**src/rtl/fdsep_pkg.sv**
```systemverilog
package fdsep_pkg;
    typedef enum logic {
        ENC_FM  = 1'b0,
        ENC_MFM = 1'b1
    } enc_e;

    localparam int MAX_CELLS = 4;

    typedef logic [2:0] ncell_t;
endpackage

```
**src/rtl/fdsep_interval.sv**
```systemverilog
module fdsep_interval #(
    parameter int CNT_W = 7
) (
    input  logic             clk,
    input  logic             rst_n,
    input  logic             pulse,
    output logic [CNT_W-1:0] meas,
    output logic             armed
);
    typedef struct packed {
        logic [CNT_W-1:0] cnt;
        logic             armed;
    } st_t;

    st_t st_d, st_q;

    always_comb begin
        st_d = st_q;
        if (pulse) begin
            st_d.cnt   = CNT_W'(1);
            st_d.armed = 1'b1;
        end else if (st_q.cnt != '1) begin
            st_d.cnt = st_q.cnt + CNT_W'(1);
        end
    end

    always_ff @(posedge clk) begin
        if (!rst_n) st_q <= '0;
        else        st_q <= st_d;
    end

    assign meas  = st_q.cnt;
    assign armed = st_q.armed;
endmodule

```
**src/rtl/fdsep_quant.sv**
```systemverilog
module fdsep_quant
    import fdsep_pkg::*;
#(
    parameter int CNT_W = 7,
    parameter int FRAC  = 4,
    parameter int PW    = 9,
    parameter int EW    = CNT_W + FRAC + 3
) (
    input  logic [CNT_W-1:0]     meas,
    input  logic [PW-1:0]        period,
    input  enc_e                 enc,
    output logic                 in_range,
    output ncell_t               ncell,
    output logic signed [EW-1:0] err_norm
);
    logic [EW-1:0]        ms;
    logic [EW-1:0]        half_lo;
    logic [EW-1:0]        half_hi;
    logic [EW-1:0]        kp [MAX_CELLS];
    logic [MAX_CELLS-1:0] hit;
    logic [MAX_CELLS-1:0] allow;
    logic [EW-1:0]        kp_sel;
    logic signed [EW-1:0] diff;
    logic signed [31:0]   dw;

    assign ms      = EW'(meas) << FRAC;
    assign half_lo = EW'(period >> 1);
    assign half_hi = EW'(period) - half_lo;

    for (genvar i = 0; i < MAX_CELLS; i++) begin : g_win
        assign kp[i]  = EW'(period) * EW'(i + 1);
        assign hit[i] = (ms >= kp[i] - half_lo) && (ms < kp[i] + half_hi);
    end

    assign allow = (enc == ENC_MFM) ? 4'b1110 : 4'b0011;

    always_comb begin
        in_range = 1'b0;
        ncell    = '0;
        kp_sel   = '0;
        for (int i = 0; i < MAX_CELLS; i++) begin
            if (hit[i] && allow[i] && !in_range) begin
                in_range = 1'b1;
                ncell    = ncell_t'(i + 1);
                kp_sel   = kp[i];
            end
        end
        diff = signed'(ms) - signed'(kp_sel);
        dw   = 32'(diff);
        case (ncell)
            3'd2:    err_norm = diff >>> 1;
            3'd3:    err_norm = EW'((dw * 32'sd21) >>> 6);
            3'd4:    err_norm = diff >>> 2;
            default: err_norm = diff;
        endcase
    end
endmodule

```
**src/rtl/fdsep_loop.sv**
```systemverilog
module fdsep_loop #(
    parameter int NOM_CLKS   = 16,
    parameter int FRAC       = 4,
    parameter int PW         = 9,
    parameter int EW         = 14,
    parameter int GAIN_W     = 4,
    parameter int LOCK_RUN   = 16,
    parameter int RELOAD_RUN = 32
) (
    input  logic                 clk,
    input  logic                 rst_n,
    input  logic                 sample,
    input  logic                 in_range,
    input  logic signed [EW-1:0] err_norm,
    input  logic [GAIN_W-1:0]    gain,
    output logic [PW-1:0]        period,
    output logic                 locked,
    output logic                 bad
);
    localparam int LW = $clog2(LOCK_RUN + 1);
    localparam int BW = $clog2(RELOAD_RUN);
    localparam int AW = EW + GAIN_W;
    localparam logic [PW-1:0] NOM_P = PW'(NOM_CLKS << FRAC);
    localparam logic signed [AW-1:0] PMIN_S = AW'((NOM_CLKS - NOM_CLKS / 4) << FRAC);
    localparam logic signed [AW-1:0] PMAX_S = AW'((NOM_CLKS + NOM_CLKS / 4) << FRAC);

    typedef struct packed {
        logic [PW-1:0] period;
        logic [LW-1:0] lock_cnt;
        logic [BW-1:0] bad_cnt;
        logic          bad;
    } st_t;

    st_t st_d, st_q;
    logic signed [AW-1:0] acc;
    logic signed [AW-1:0] pn;

    always_comb begin
        acc = '0;
        for (int i = 0; i < GAIN_W; i++) begin
            if (gain[i]) acc = acc + (AW'(err_norm) <<< i);
        end
        pn = AW'(signed'({1'b0, st_q.period})) + (acc >>> GAIN_W);

        st_d     = st_q;
        st_d.bad = 1'b0;
        if (sample) begin
            if (in_range) begin
                if (pn < PMIN_S)      st_d.period = PW'(PMIN_S);
                else if (pn > PMAX_S) st_d.period = PW'(PMAX_S);
                else                  st_d.period = PW'(pn);
                if (st_q.lock_cnt != LW'(LOCK_RUN)) st_d.lock_cnt = st_q.lock_cnt + LW'(1);
                st_d.bad_cnt = '0;
            end else begin
                st_d.bad      = 1'b1;
                st_d.lock_cnt = '0;
                if (st_q.bad_cnt == BW'(RELOAD_RUN - 1)) begin
                    st_d.period  = NOM_P;
                    st_d.bad_cnt = '0;
                end else begin
                    st_d.bad_cnt = st_q.bad_cnt + BW'(1);
                end
            end
        end
    end

    always_ff @(posedge clk) begin
        if (!rst_n) begin
            st_q        <= '0;
            st_q.period <= NOM_P;
        end else begin
            st_q <= st_d;
        end
    end

    assign period = st_q.period;
    assign locked = (st_q.lock_cnt == LW'(LOCK_RUN));
    assign bad    = st_q.bad;


    idle_hold_chk: assert property (@(posedge clk) disable iff (!rst_n)
        !sample |=> $stable(st_q.period));

    err_hold_chk: assert property (@(posedge clk) disable iff (!rst_n)
        (sample && !in_range && st_q.bad_cnt != BW'(RELOAD_RUN - 1)) |=> $stable(st_q.period));

    reload_chk: assert property (@(posedge clk) disable iff (!rst_n)
        (sample && !in_range && st_q.bad_cnt == BW'(RELOAD_RUN - 1)) |=> (st_q.period == NOM_P));

    lock_rise_chk: assert property (@(posedge clk) disable iff (!rst_n)
        $rose(locked) |-> $past(sample && in_range));
endmodule

```
**src/rtl/fdsep_serial.sv**
```systemverilog
module fdsep_serial
    import fdsep_pkg::*;
(
    input  logic   clk,
    input  logic   rst_n,
    input  logic   load,
    input  ncell_t ncell,
    output logic   bit_valid,
    output logic   bit_data
);
    typedef struct packed {
        ncell_t pend;
    } st_t;

    st_t st_d, st_q;

    always_comb begin
        st_d = st_q;
        if (load)                st_d.pend = ncell;
        else if (st_q.pend != 0) st_d.pend = st_q.pend - ncell_t'(1);
    end

    always_ff @(posedge clk) begin
        if (!rst_n) st_q <= '0;
        else        st_q <= st_d;
    end

    assign bit_valid = (st_q.pend != 0);
    assign bit_data  = (st_q.pend == ncell_t'(1));


    zero_follow_chk: assert property (@(posedge clk) disable iff (!rst_n)
        (bit_valid && !bit_data) |=> bit_valid);
endmodule

```
**src/rtl/fdsep_top.sv**
```systemverilog
module fdsep_top
    import fdsep_pkg::*;
#(
    parameter int NOM_CLKS   = 16,
    parameter int FRAC       = 4,
    parameter int CNT_W      = 7,
    parameter int GAIN_W     = 4,
    parameter int LOCK_RUN   = 16,
    parameter int RELOAD_RUN = 32
) (
    input  logic              clk,
    input  logic              rst_n,
    input  logic              flux_pulse,
    input  logic              mfm_sel,
    input  logic [GAIN_W-1:0] gain,
    output logic              bit_data,
    output logic              bit_valid,
    output logic              locked,
    output logic              bad_interval
);
    localparam int PW = $clog2(NOM_CLKS * 2) + FRAC;
    localparam int EW = CNT_W + FRAC + 3;

    logic [CNT_W-1:0]     meas;
    logic                 armed;
    logic [PW-1:0]        period;
    logic                 in_range;
    ncell_t               ncell;
    logic signed [EW-1:0] err_norm;
    logic                 sample;

    assign sample = flux_pulse && armed;

    fdsep_interval #(.CNT_W(CNT_W)) u_int (
        .clk(clk), .rst_n(rst_n), .pulse(flux_pulse), .meas(meas), .armed(armed)
    );

    fdsep_quant #(.CNT_W(CNT_W), .FRAC(FRAC), .PW(PW), .EW(EW)) u_quant (
        .meas(meas), .period(period), .enc(enc_e'(mfm_sel)),
        .in_range(in_range), .ncell(ncell), .err_norm(err_norm)
    );

    fdsep_loop #(
        .NOM_CLKS(NOM_CLKS), .FRAC(FRAC), .PW(PW), .EW(EW), .GAIN_W(GAIN_W),
        .LOCK_RUN(LOCK_RUN), .RELOAD_RUN(RELOAD_RUN)
    ) u_loop (
        .clk(clk), .rst_n(rst_n), .sample(sample), .in_range(in_range),
        .err_norm(err_norm), .gain(gain), .period(period), .locked(locked),
        .bad(bad_interval)
    );

    fdsep_serial u_ser (
        .clk(clk), .rst_n(rst_n), .load(sample && in_range), .ncell(ncell),
        .bit_valid(bit_valid), .bit_data(bit_data)
    );


    burst_start_chk: assert property (@(posedge clk) disable iff (!rst_n)
        (bit_valid && !$past(bit_valid)) |-> $past(flux_pulse));

    first_quiet_chk: assert property (@(posedge clk) disable iff (!rst_n)
        (flux_pulse && !armed) |=> !bad_interval);
endmodule

```
**config.mk**
```make
export PLATFORM = sky130hd
export DESIGN_NAME = fdsep_top
export DESIGN_NICKNAME = d
export VERILOG_FILES = /design/src/rtl/fdsep_pkg.sv /design/src/rtl/fdsep_interval.sv /design/src/rtl/fdsep_quant.sv /design/src/rtl/fdsep_loop.sv /design/src/rtl/fdsep_serial.sv /design/src/rtl/fdsep_top.sv
export SDC_FILE = /design/constraint.sdc
export NUM_CORES = 1
export LEC_CHECK = 0
export CAP_MARGIN = 25
export CORE_MARGIN = 2
export CORE_UTILIZATION = 35
export DETAILED_ROUTE_END_ITERATION = 10
export DONT_BUFFER_PORTS = 1
export GPL_TIMING_DRIVEN = 0
export SYNTH_ARGS = -nofsm -noshare
export SYNTH_HDL_FRONTEND = slang
export SYNTH_SLANG_ARGS = --single-unit
```
**constraint.sdc**
```tcl
create_clock -name clk -period 34.4 [get_ports clk]
set_input_delay 6.88 -clock clk [delete_from_list [all_inputs] [get_ports clk]]
set_output_delay 6.88 -clock clk [all_outputs]
set_load 0.01 [all_outputs]
```
=== After elaboration in Yosys (flattened, before gate mapping) ===
Index checks and enable logic that the tools add are counted.

* Eq/ne operators: 9
* Bitwise operators: 1
* Reduce and logical (&&, ||, !) cells: 24
* Multiplexer cells: 29
* Multiply operators: 2
* Add/sub/neg operators: 17
* Order comparisons: 10

{| class="wikitable"
|+ Operators with widths
! operator !! count
|-
| 2-to-1 mux 18 bit || 4
|-
| greater-or-equal comparator 11 x 14 -> 1 bit || 4
|-
| < comparator 11 x 14 -> 1 bit || 4
|-
| 2-to-1 mux 14 bit || 3
|-
| case mux 14 bit (3 select lines) || 1
|-
| 2-to-1 mux 9 bit || 4
|-
| adder 11 x 14 -> 14 bit || 2
|-
| subtractor 11 x 8 -> 12 bit || 2
|-
| multiplier 14 x 6 -> 20 bit, second input constant || 1
|-
| 2-to-1 mux 19 bit || 1
|-
| adder 18 x 15 -> 18 bit || 1
|-
| adder 18 x 16 -> 18 bit || 1
|-
| adder 18 x 17 -> 18 bit || 1
|-
| greater-than comparator 18 x 10 -> 1 bit, second input constant || 1
|-
| < comparator 18 x 9 -> 1 bit, second input constant || 1
|-
| adder 10 x 14 -> 15 bit || 1
|-
| 2-to-1 mux 3 bit || 5
|-
| adder 10 x 14 -> 14 bit || 1
|-
| adder 9 x 14 -> 14 bit || 1
|-
| subtractor 12 x 14 -> 14 bit || 1
|-
| logical AND 1 bit || 13
|-
| multiplier 9 x 2 -> 11 bit, second input constant || 1
|-
| subtractor 10 x 8 -> 11 bit || 1
|-
| adder 5 x 1 -> 5 bit, second input constant || 2
|-
| other kinds (19) || 35
|}

* Register bits: 31
* Logic and storage cells: 100
* Input port bits: 8
* Output and inout port bits: 4

=== Longest topological paths before layout ===
Gate-level depths: netlist of the first run.

* Depth in word-level cells: 30
* Depth in mapped cells: 88

=== Modules after synthesis ===
A second synthesis of the first run with hierarchy kept.

* Cells, all modules: 1608
* Area, all modules: 12010.3 µm²

{| class="wikitable"
|+ Modules (own cells, without submodules)
! module !! cells each !! seq. area each (µm²) !! instances !! area an instance (µm²)
|-
| fdsep_quant || 892 || 0.0 || 1 || 6814.0
|-
| fdsep_loop || 650 || 400.4 || 1 || 4588.2
|-
| fdsep_interval || 41 || 160.2 || 1 || 367.9
|-
| fdsep_serial || 23 || 60.1 || 1 || 227.7
|-
| fdsep_top || 2 || 0.0 || 1 || 12.5
|}

=== Worst setup path after synthesis of the first run ===
Ideal clock, no wire load.

* Path kind: input to register
* Start: input port mfm_sel
* End: register u_loop.period[1] (netlist name)
* Data required time: 34.324 ns
* Buffers on the path: 2
* Slack: 15.572 ns
* Arrival time: 18.752 ns
* Stages: 62
* Cell sequence: o21ai_0 nor2_1 o311ai_0 a32o_1 a31oi_2 inv_1 nor3_1 clkbuf_1 a221oi_1 ha_1 clkbuf_1 nand2_1 a2111o_1 o21ai_1 a21oi_1 xnor2_1 ha_1 ha_1 [26 not listed] o21ai_0 nand2b_1 a32o_1 nand2_1 ha_1 nand2_1 a2111oi_0 o31ai_1 a211o_1 and2_1 a41o_1 a22oi_1 o221ai_1 mux2_2 nor2_1 o2111ai_1 o32a_1 o22ai_1

* Longest elaborated chain between the ends: 27

{| class="wikitable"
|+ Ends and longest elaborated chain
! item !! line !! text
|-
| start: declaration || fdsep_top.sv:14 || <nowiki>input logic mfm_sel,</nowiki>
|-
| 2-to-1 mux 4 bit (*) || fdsep_quant.sv:35 || <nowiki>assign allow = (enc == ENC_MFM) ? 4'b1110 : 4'b0011;</nowiki>
|-
| logical AND 1 bit || fdsep_quant.sv:42 || <nowiki>if (hit[i] && allow[i] && !in_range) begin</nowiki>
|-
| 2-to-1 mux 1 bit || fdsep_quant.sv:42 ||
|-
| logical NOT 1 bit || fdsep_quant.sv:42 ||
|-
| logical AND 1 bit || fdsep_quant.sv:42 ||
|-
| 2-to-1 mux 1 bit || fdsep_quant.sv:42 ||
|-
| logical NOT 1 bit || fdsep_quant.sv:42 ||
|-
| logical AND 1 bit || fdsep_quant.sv:42 ||
|-
| [11 not listed] || -- ||
|-
| 2-to-1 mux 18 bit || fdsep_loop.sv:41 || <nowiki>if (gain[i]) acc = acc + (AW'(err_norm) <<< i);</nowiki>
|-
| adder 18 x 17 -> 18 bit || fdsep_loop.sv:41 ||
|-
| 2-to-1 mux 18 bit || fdsep_loop.sv:41 ||
|-
| adder 10 x 14 -> 15 bit || fdsep_loop.sv:43 || <nowiki>pn = AW'(signed'({1'b0, st_q.period})) + (acc >>> GAIN_W);</nowiki>
|-
| greater-than comparator 18 x 10 -> 1 bit || fdsep_loop.sv:50 || <nowiki>else if (pn > PMAX_S) st_d.period = PW'(PMAX_S);</nowiki>
|-
| 2-to-1 mux 9 bit || fdsep_loop.sv:50 ||
|-
| 2-to-1 mux 9 bit || fdsep_loop.sv:49 || <nowiki>if (pn < PMIN_S) st_d.period = PW'(PMIN_S);</nowiki>
|-
| 2-to-1 mux 19 bit || fdsep_loop.sv:48 || <nowiki>if (in_range) begin</nowiki>
|}

Every way passes the cells marked *; elsewhere a longest branch is shown, timed or not.
A chain may end at the register's enable or synchronous reset.

=== Worst setup path in the final report of the first run ===
* Start: input port mfm_sel
* End: register u_loop.period[1] (netlist name)

* Longest elaborated chain between the ends: 27

{| class="wikitable"
|+ Ends and longest elaborated chain
! item !! line
|-
| 2-to-1 mux 4 bit (*) || fdsep_quant.sv:35
|-
| logical AND 1 bit || fdsep_quant.sv:42
|-
| 2-to-1 mux 1 bit || fdsep_quant.sv:42
|-
| logical NOT 1 bit || fdsep_quant.sv:42
|-
| logical AND 1 bit || fdsep_quant.sv:42
|-
| 2-to-1 mux 1 bit || fdsep_quant.sv:42
|-
| logical NOT 1 bit || fdsep_quant.sv:42
|-
| logical AND 1 bit || fdsep_quant.sv:42
|-
| [11 not listed] || --
|-
| 2-to-1 mux 18 bit || fdsep_loop.sv:41
|-
| adder 18 x 17 -> 18 bit || fdsep_loop.sv:41
|-
| 2-to-1 mux 18 bit || fdsep_loop.sv:41
|-
| adder 10 x 14 -> 15 bit || fdsep_loop.sv:43
|-
| greater-than comparator 18 x 10 -> 1 bit || fdsep_loop.sv:50
|-
| 2-to-1 mux 9 bit || fdsep_loop.sv:50
|-
| 2-to-1 mux 9 bit || fdsep_loop.sv:49
|-
| 2-to-1 mux 19 bit || fdsep_loop.sv:48
|}

Marked as above.

==> results of run 1 <==
sequential cells by signal, indices dropped and copies added, names as in the netlist:
register / count
u_loop.st_q: 10
u_loop.period: 9
u_ser.st_q: 3
u_int.meas: 7
u_loop.bad: 1
u_int.armed: 1
kinds of logic after synthesis:
| family | after synthesis | synth area share, % |
|---|---|---|
| AO/OA/AOI/OAI | 519 | 30.0 |
| XOR/XNOR | 120 | 8.91 |
| adder cells (fa/ha/maj) | 257 | 28.4 |
| buffers and inverters | 167 | 5.43 |
| flip-flops | 31 | 5.22 |
| multiplexers | 28 | 2.68 |
| AND/OR/NAND/NOR | 451 | 19.3 |
worst min-delay path by stage:
stage	endpoint	slack, ns	start	depth (start not counted)
floorplan	u_loop.st_q[5]	0.45	u_loop.st_q[5]	2
global placement	u_loop.st_q[5]	0.45	u_loop.st_q[5]	2
detailed placement	u_loop.st_q[5]	0.47	u_loop.st_q[5]	2
CTS	u_loop.st_q[5]	0.47	u_loop.st_q[5]	2
global route	u_loop.st_q[5]	0.51	u_loop.st_q[5]	2
finish	u_loop.st_q[5]	0.47	u_loop.st_q[5]	2
power by group through the flow:
stage               Combinational [mW]  Clock [mW]  Sequential (mW)
detailed placement               0.175           0           0.0411
global placement                 0.172           0           0.0410
global route                     0.200      0.0437           0.0407
CTS                              0.177      0.0415           0.0404
finish                           0.177      0.0407           0.0404
floorplan                        0.142           0           0.0401
metrics by stage:
step / total power [mW] / area, um2 / util (%)
CTS: 0.259 / 12600 / 37.6
global placement: 0.213 / 12400 / 37.2
floorplan: 0.182 / 11900 / -
detailed placement: 0.217 / 12400 / 37.2
finish: 0.258 / 12600 / 37.6
global route: 0.284 / 12600 / 37.6
cells in the mapped netlist, types with 6 or more instances:
cell type  number  area (um2)
nand2_1        95         357
a32o_1          7        70.1
a31oi_1        15        93.8
nor2_1        120         450
o21bai_1       26         195
o211ai_1        8        60.1
mux2_2         16         180
nand4_1        22         138
o21ai_1         6        30.0
nor3b_1         8        60.1
a21oi_1       132         661
o31ai_1        12        90.1
and2_1         18         113
dfxtp_1        31         621
inv_1         128         480
mux2i_1         9        90.1
nand2b_1       28         175
clkbuf_1       28         105
and3_1         15        93.8
a22oi_1         6        45.0
a21o_1         42         315
a211o_1         8        70.1
nor2b_1        27         169
fa_1           22         440
o22ai_1        17         106
nor3_1         28         140
a211oi_1       20         150
ha_1          235        2940
o21ai_0        90         450
nor4_1          7        43.8
xor2_1         39         342
a221oi_1        8        70.1
xnor2_1        80         701
o21a_1         25         188
o211a_1         6        60.1
a21boi_0        8        60.1
or2_2           9        56.3
or3_1          13        81.3
nand3_1        37         185
layer usage:
layer	track usage (%)	vias to the layer above	wire length [um]
li1	-	5856	-
met1	27.5	5646	17200
met2	33.6	323	16500
met3	1.60	75	1760
met4	7.24	0	1310
met5	0	-	0
worst register-to-register path: cells and delay by family, from the launching register on:
kind	cells	cell delay, ns
AO/OA/AOI/OAI	35	7.87
adder cells (fa/ha/maj)	11	4.14
AND/OR/NAND/NOR	23	3.19
buffers and inverters	8	2.63
XOR/XNOR	5	1.55
flip-flops	1	0.90
multiplexers	1	0.33
final cells by class:
| type | count | area (um2) |
|---|---|---|
| buffer | 35 | 150 |
| inverter | 132 | 495 |
| clock inverter | 1 | 5.00 |
| timing repair buffer | 1 | 7.51 |
| tap | 448 | 561 |
| clock buffer | 7 | 133 |
| fill | 3503 | 20900 |
| sequential | 31 | 621 |
| multi-input combinational | 1375 | 10600 |
==> run metrics, run 1 <==
Global Route Usage Sum 20.3%; ys flop type dfxtp_1; Hold Crit Class flip-flop to flip-flop; Final Max Tran Viols 0; RSZ-0062 raised after global routing no; htree depth 2; Crit path top cell by count ha_1; Post-CTS Setup Inserts 0; CTS Buf Count 5; reg2reg start u_loop.period[1]; Syn-to-layout area delta 5.94%; cell count of the worst reg-to-reg path 83; fmax between 40 and 50 MHz; async set-reset flop share out of synthesis 0%; top cell family by delay on the critical path compound AO/OA/AOI/OAI gates; CTS root buf clkbuf_16; via count 11900; Top Ports 12; post_cts resized 0; CP max-delay cell xnor2_1; peak supply drop 0.0191 mV; Post-Syn Nets 1838; Finished Layout Cells 2030; first-pass GRT wire length 58600 um; antenna-violating nets left 0; vias in the first global route 11300; P_leak 5.83 nW; kind of end point of the critical path flip-flop; clock network fraction of design power 15.8%; worst setup margin 12.70 ns; dpl cells 2021; share of post-route cells with drive strength above 1 4.36%; sequential share of power 15.6%; Final Skew 0.00757 ns; gate count after technology mapping about 1600; max_cap viols 0; initial antenna violation count 0; syn_area_per_cell 7.56 um2; worst-path fanout max 10; CP startpoint mfm_sel; Net Switching 0.118 mW; commonest non-fill, non-tap cell in the layout ha_1; Port Buffer Count 0; largest net degree at the start of global routing 18; DIE HEIGHT 188 um; CP Launch Type input port; Final Net Count 1846; worst slack at placement ~13 ns; CP endpoint u_loop.period[1]; R2R setup slack ~14 ns; CTS Hold Bufs 0; PwrDens 20.5 nW/um2; max incr delay on CP 0.63 ns; clk buf depth 2; First-pass DRT Iterations 7; Clk Latency, worst-skew pair approximately 0.27 ns; die footprint about 35000 um2; clk slew on worst S/H paths 0.05 ns; WP depth 63; CTS tree yes; Crit Path Class input port to flip-flop; worst path arrival time 21.89 ns; Switching Fraction a little under half; worst slew pin tran 1.10 ns; Yosys reg bits 31; Final Hold Viols 0; GP Congestion 0.931; yosys warns 0; Seq/Total Area, Yosys 5.22%; crit path time final between 20 and 25 ns; Fin Setup TNS 0 ns; Final period util 63.1%; WL per Instance 18.1 um; most frequent cells in the layout ha_1 (235), a21oi_1 (132), inv_1 (128), nor2_1 (120), nand2_1 (95); Worst slew margin 26.8%; Post-DP HPWL ~29000 um; Mapped Area 11900 um2; reg2reg end u_loop.period[1]; number of flops mapped to enable cells by yosys 0; Comb power frac about two thirds; Starting DRT DRC Count 1006; number of inserted diodes 0; final hold slack between 0.4 and 0.5 ns; DRC viols 0; Post-Route WL 36700 um; Rows 67; Internal Power ~0.14 mW; Cell variety after synth between 100 and 150; status complete, no violations; Core ar. 33400 um2; vias per cell 5.86; Worst Path Required 34.59 ns; final setup fails 0; WP buf/inv 5; GRT overflow 0; clk sinks 31; Starting Density a little over a third; Die X 188 um
(Power assumes the default switching activity.)
==> inputs of run 2 (changes only) <==
- clock period: 34.4 -> 18.3 ns (I/O delays scaled with it)
==> run 2 against run 1 <==
  * Register-to-register slack lost 13 ns
  * Hold slack better by 0.00090 ns
  * Setup slack worse by 12 ns
  * Non-clock buffer count is 35 higher
  * Via count increased by 1.8%
  * Sequential power rose by 86%
  * Critical endpoint unchanged
  * Largest cell class unchanged
==> run metrics, run 2 (same netlist as run 1, synthesis figures left out) <==
status complete, no violations; vias in the first global route 11400; Post-DP HPWL 29400 um; worst path arrival time roughly 18 ns; worst slack at placement -2.29 ns; share of post-route cells with drive strength above 1 11.4%; CTS Buf Count 5; DIE HEIGHT 188 um; Hold Crit Class flip-flop to flip-flop; fmax 57.5 MHz; Global Route Usage Sum between 20% and 30%; Power Total 0.501 mW; peak supply drop 0.0375 mV; die footprint 35400 um2; Final Net Count 1881; Top Usage Layer GRT met2; DRC viols 0; worst slew pin tran 0.870 ns; CTS Hold Bufs 0; clk buf depth 2; GP Congestion 0.931; Final Hold Viols 0; clk slew on worst S/H paths roughly 0.050 ns; Crit Path Class flip-flop to flip-flop; GRT overflow 0; crit path time final 17.40 ns; Final period util 95.1%; P_leak roughly 6.2 nW; Crit path top cell by count ha_1; CTS root buf clkbuf_16; vias per cell 5.87; kind of end point of the critical path flip-flop; CP max-delay cell dfxtp_2; Net Switching 0.229 mW; Rows 67; Clk Latency, worst-skew pair 0.27 ns; final core utilization 39.8%; Port Buffer Count 0; worst setup margin 0.900 ns; Post-Route WL ~38000 um; Comb power frac 69.8%; Final Max Tran Viols 0; Die X 188 um; Starting DRT DRC Count between 1000 and 1500; Starting Density 35.5%; commonest non-fill, non-tap cell in the layout ha_1; WL per Instance 18.3 um; antenna-violating nets left 0; most frequent cells in the layout ha_1 (228), a21oi_1 (126), inv_1 (122), nor2_1 (115), nand2_1 (95); Worst Path Required 18.48 ns; via count 12100; first-pass GRT wire length 59000 um; Final Skew a little under 0.008 ns; GRT met1 Usage about 28%; First-pass DRT Iterations 5; max_cap viols 0; max FFs per register 10; htree depth 2; clock network fraction of design power around 15%; clk sinks 31; Most flops, register u_loop.st_q; Internal Power between 0.2 and 0.3 mW; CTS tree yes; largest net degree at the start of global routing 18; initial antenna violation count 0; final setup fails 0; number of inserted diodes 0; Worst slew margin approximately 41%; PwrDens 37.6 nW/um2; max incr delay on CP approximately 0.53 ns; met2 Track Usage GR between 30% and 40%; Syn-to-layout area delta 12.1%; Switching Fraction 45.7%; sequential share of power 15.0%; Top Ports 12; global routing usage on met3 1.81%; Core ar. 33400 um2; Fin Setup TNS 0 ns; worst-path fanout max 10; CP Launch Type flip-flop
[run 2: cell types whose count changed in the layout (fill, tap and decap cells not counted), moves of 6 or more]
cell	delta
dfxtp_4	+6
xnor2_1	-10
dfxtp_1	-8
buf_4	+41
xnor2_2	+7
clkbuf_1	-13
ha_2	+6
ha_1	-7
inv_1	-6
a21oi_1	-6
[run 2: worst paths after layout]
kind              cells after the start  slack [ns]             start               end
setup / recovery                     76        0.90  u_loop.period[7]  u_loop.period[1]
hold / removal                        2        0.47    u_loop.st_q[5]    u_loop.st_q[5]
setup reg to reg                     76        0.90  u_loop.period[7]  u_loop.period[1]
hold reg to reg                       2        0.47    u_loop.st_q[5]    u_loop.st_q[5]
[run 2: routing by layer]
layer  part of all wire, %  wire [um]
met5                     0          0
met1                    46      17400
met2                    44      16800
met4                   4.3       1610
met3                   5.0       1870
[run 2: what timing repair did]
action                                  CTS  global route
endpoints found under the setup margin    9             9
gates resized for setup                  44            74
pin swaps                                 1            16
buffers inserted                          5            34
endpoints found under the hold margin     0             0
[run 2: layout make-up]
type                       count  area [um2]
tap                          448         561
clock inverter                 1        5.00
timing repair buffer          40         300
multi-input combinational   1375       11000
buffer                        31         173
inverter                     132         514
sequential                    31         646
clock buffer                   7         133
fill                        3460       20100
[run 2: critical path: cells and delay by family, from the launching register on]
family / cells / cell delay, ns
AO/OA/AOI/OAI: 31 / 7.01
adder cells (fa/ha/maj): 11 / 3.75
AND/OR/NAND/NOR: 15 / 2.55
buffers and inverters: 12 / 1.87
multiplexers: 3 / 0.83
XOR/XNOR: 4 / 0.69
flip-flops: 1 / 0.53
[run 2: power by group through the flow]
stage / combinational (mW) / clock (mW) / sequential (mW)
final: 0.350 / 0.0765 / 0.0750
after global routing: 0.391 / 0.0820 / 0.0756
after CTS: 0.334 / 0.0781 / 0.0755
after detailed placement: 0.330 / 0 / 0.0773
after global placement: 0.324 / 0 / 0.0771
after floorplan: 0.266 / 0 / 0.0754
[run 2: stage by stage]
stage                     instance area (um2)  hold slack, ns  std cells
after floorplan                         11900           0.445       1573
final                                   13300           0.467       2065
after global routing                    13300           0.509       2065
after CTS                               12800           0.471       2034
after detailed placement                12400           0.466       2021
after global placement                  12400           0.453       2021
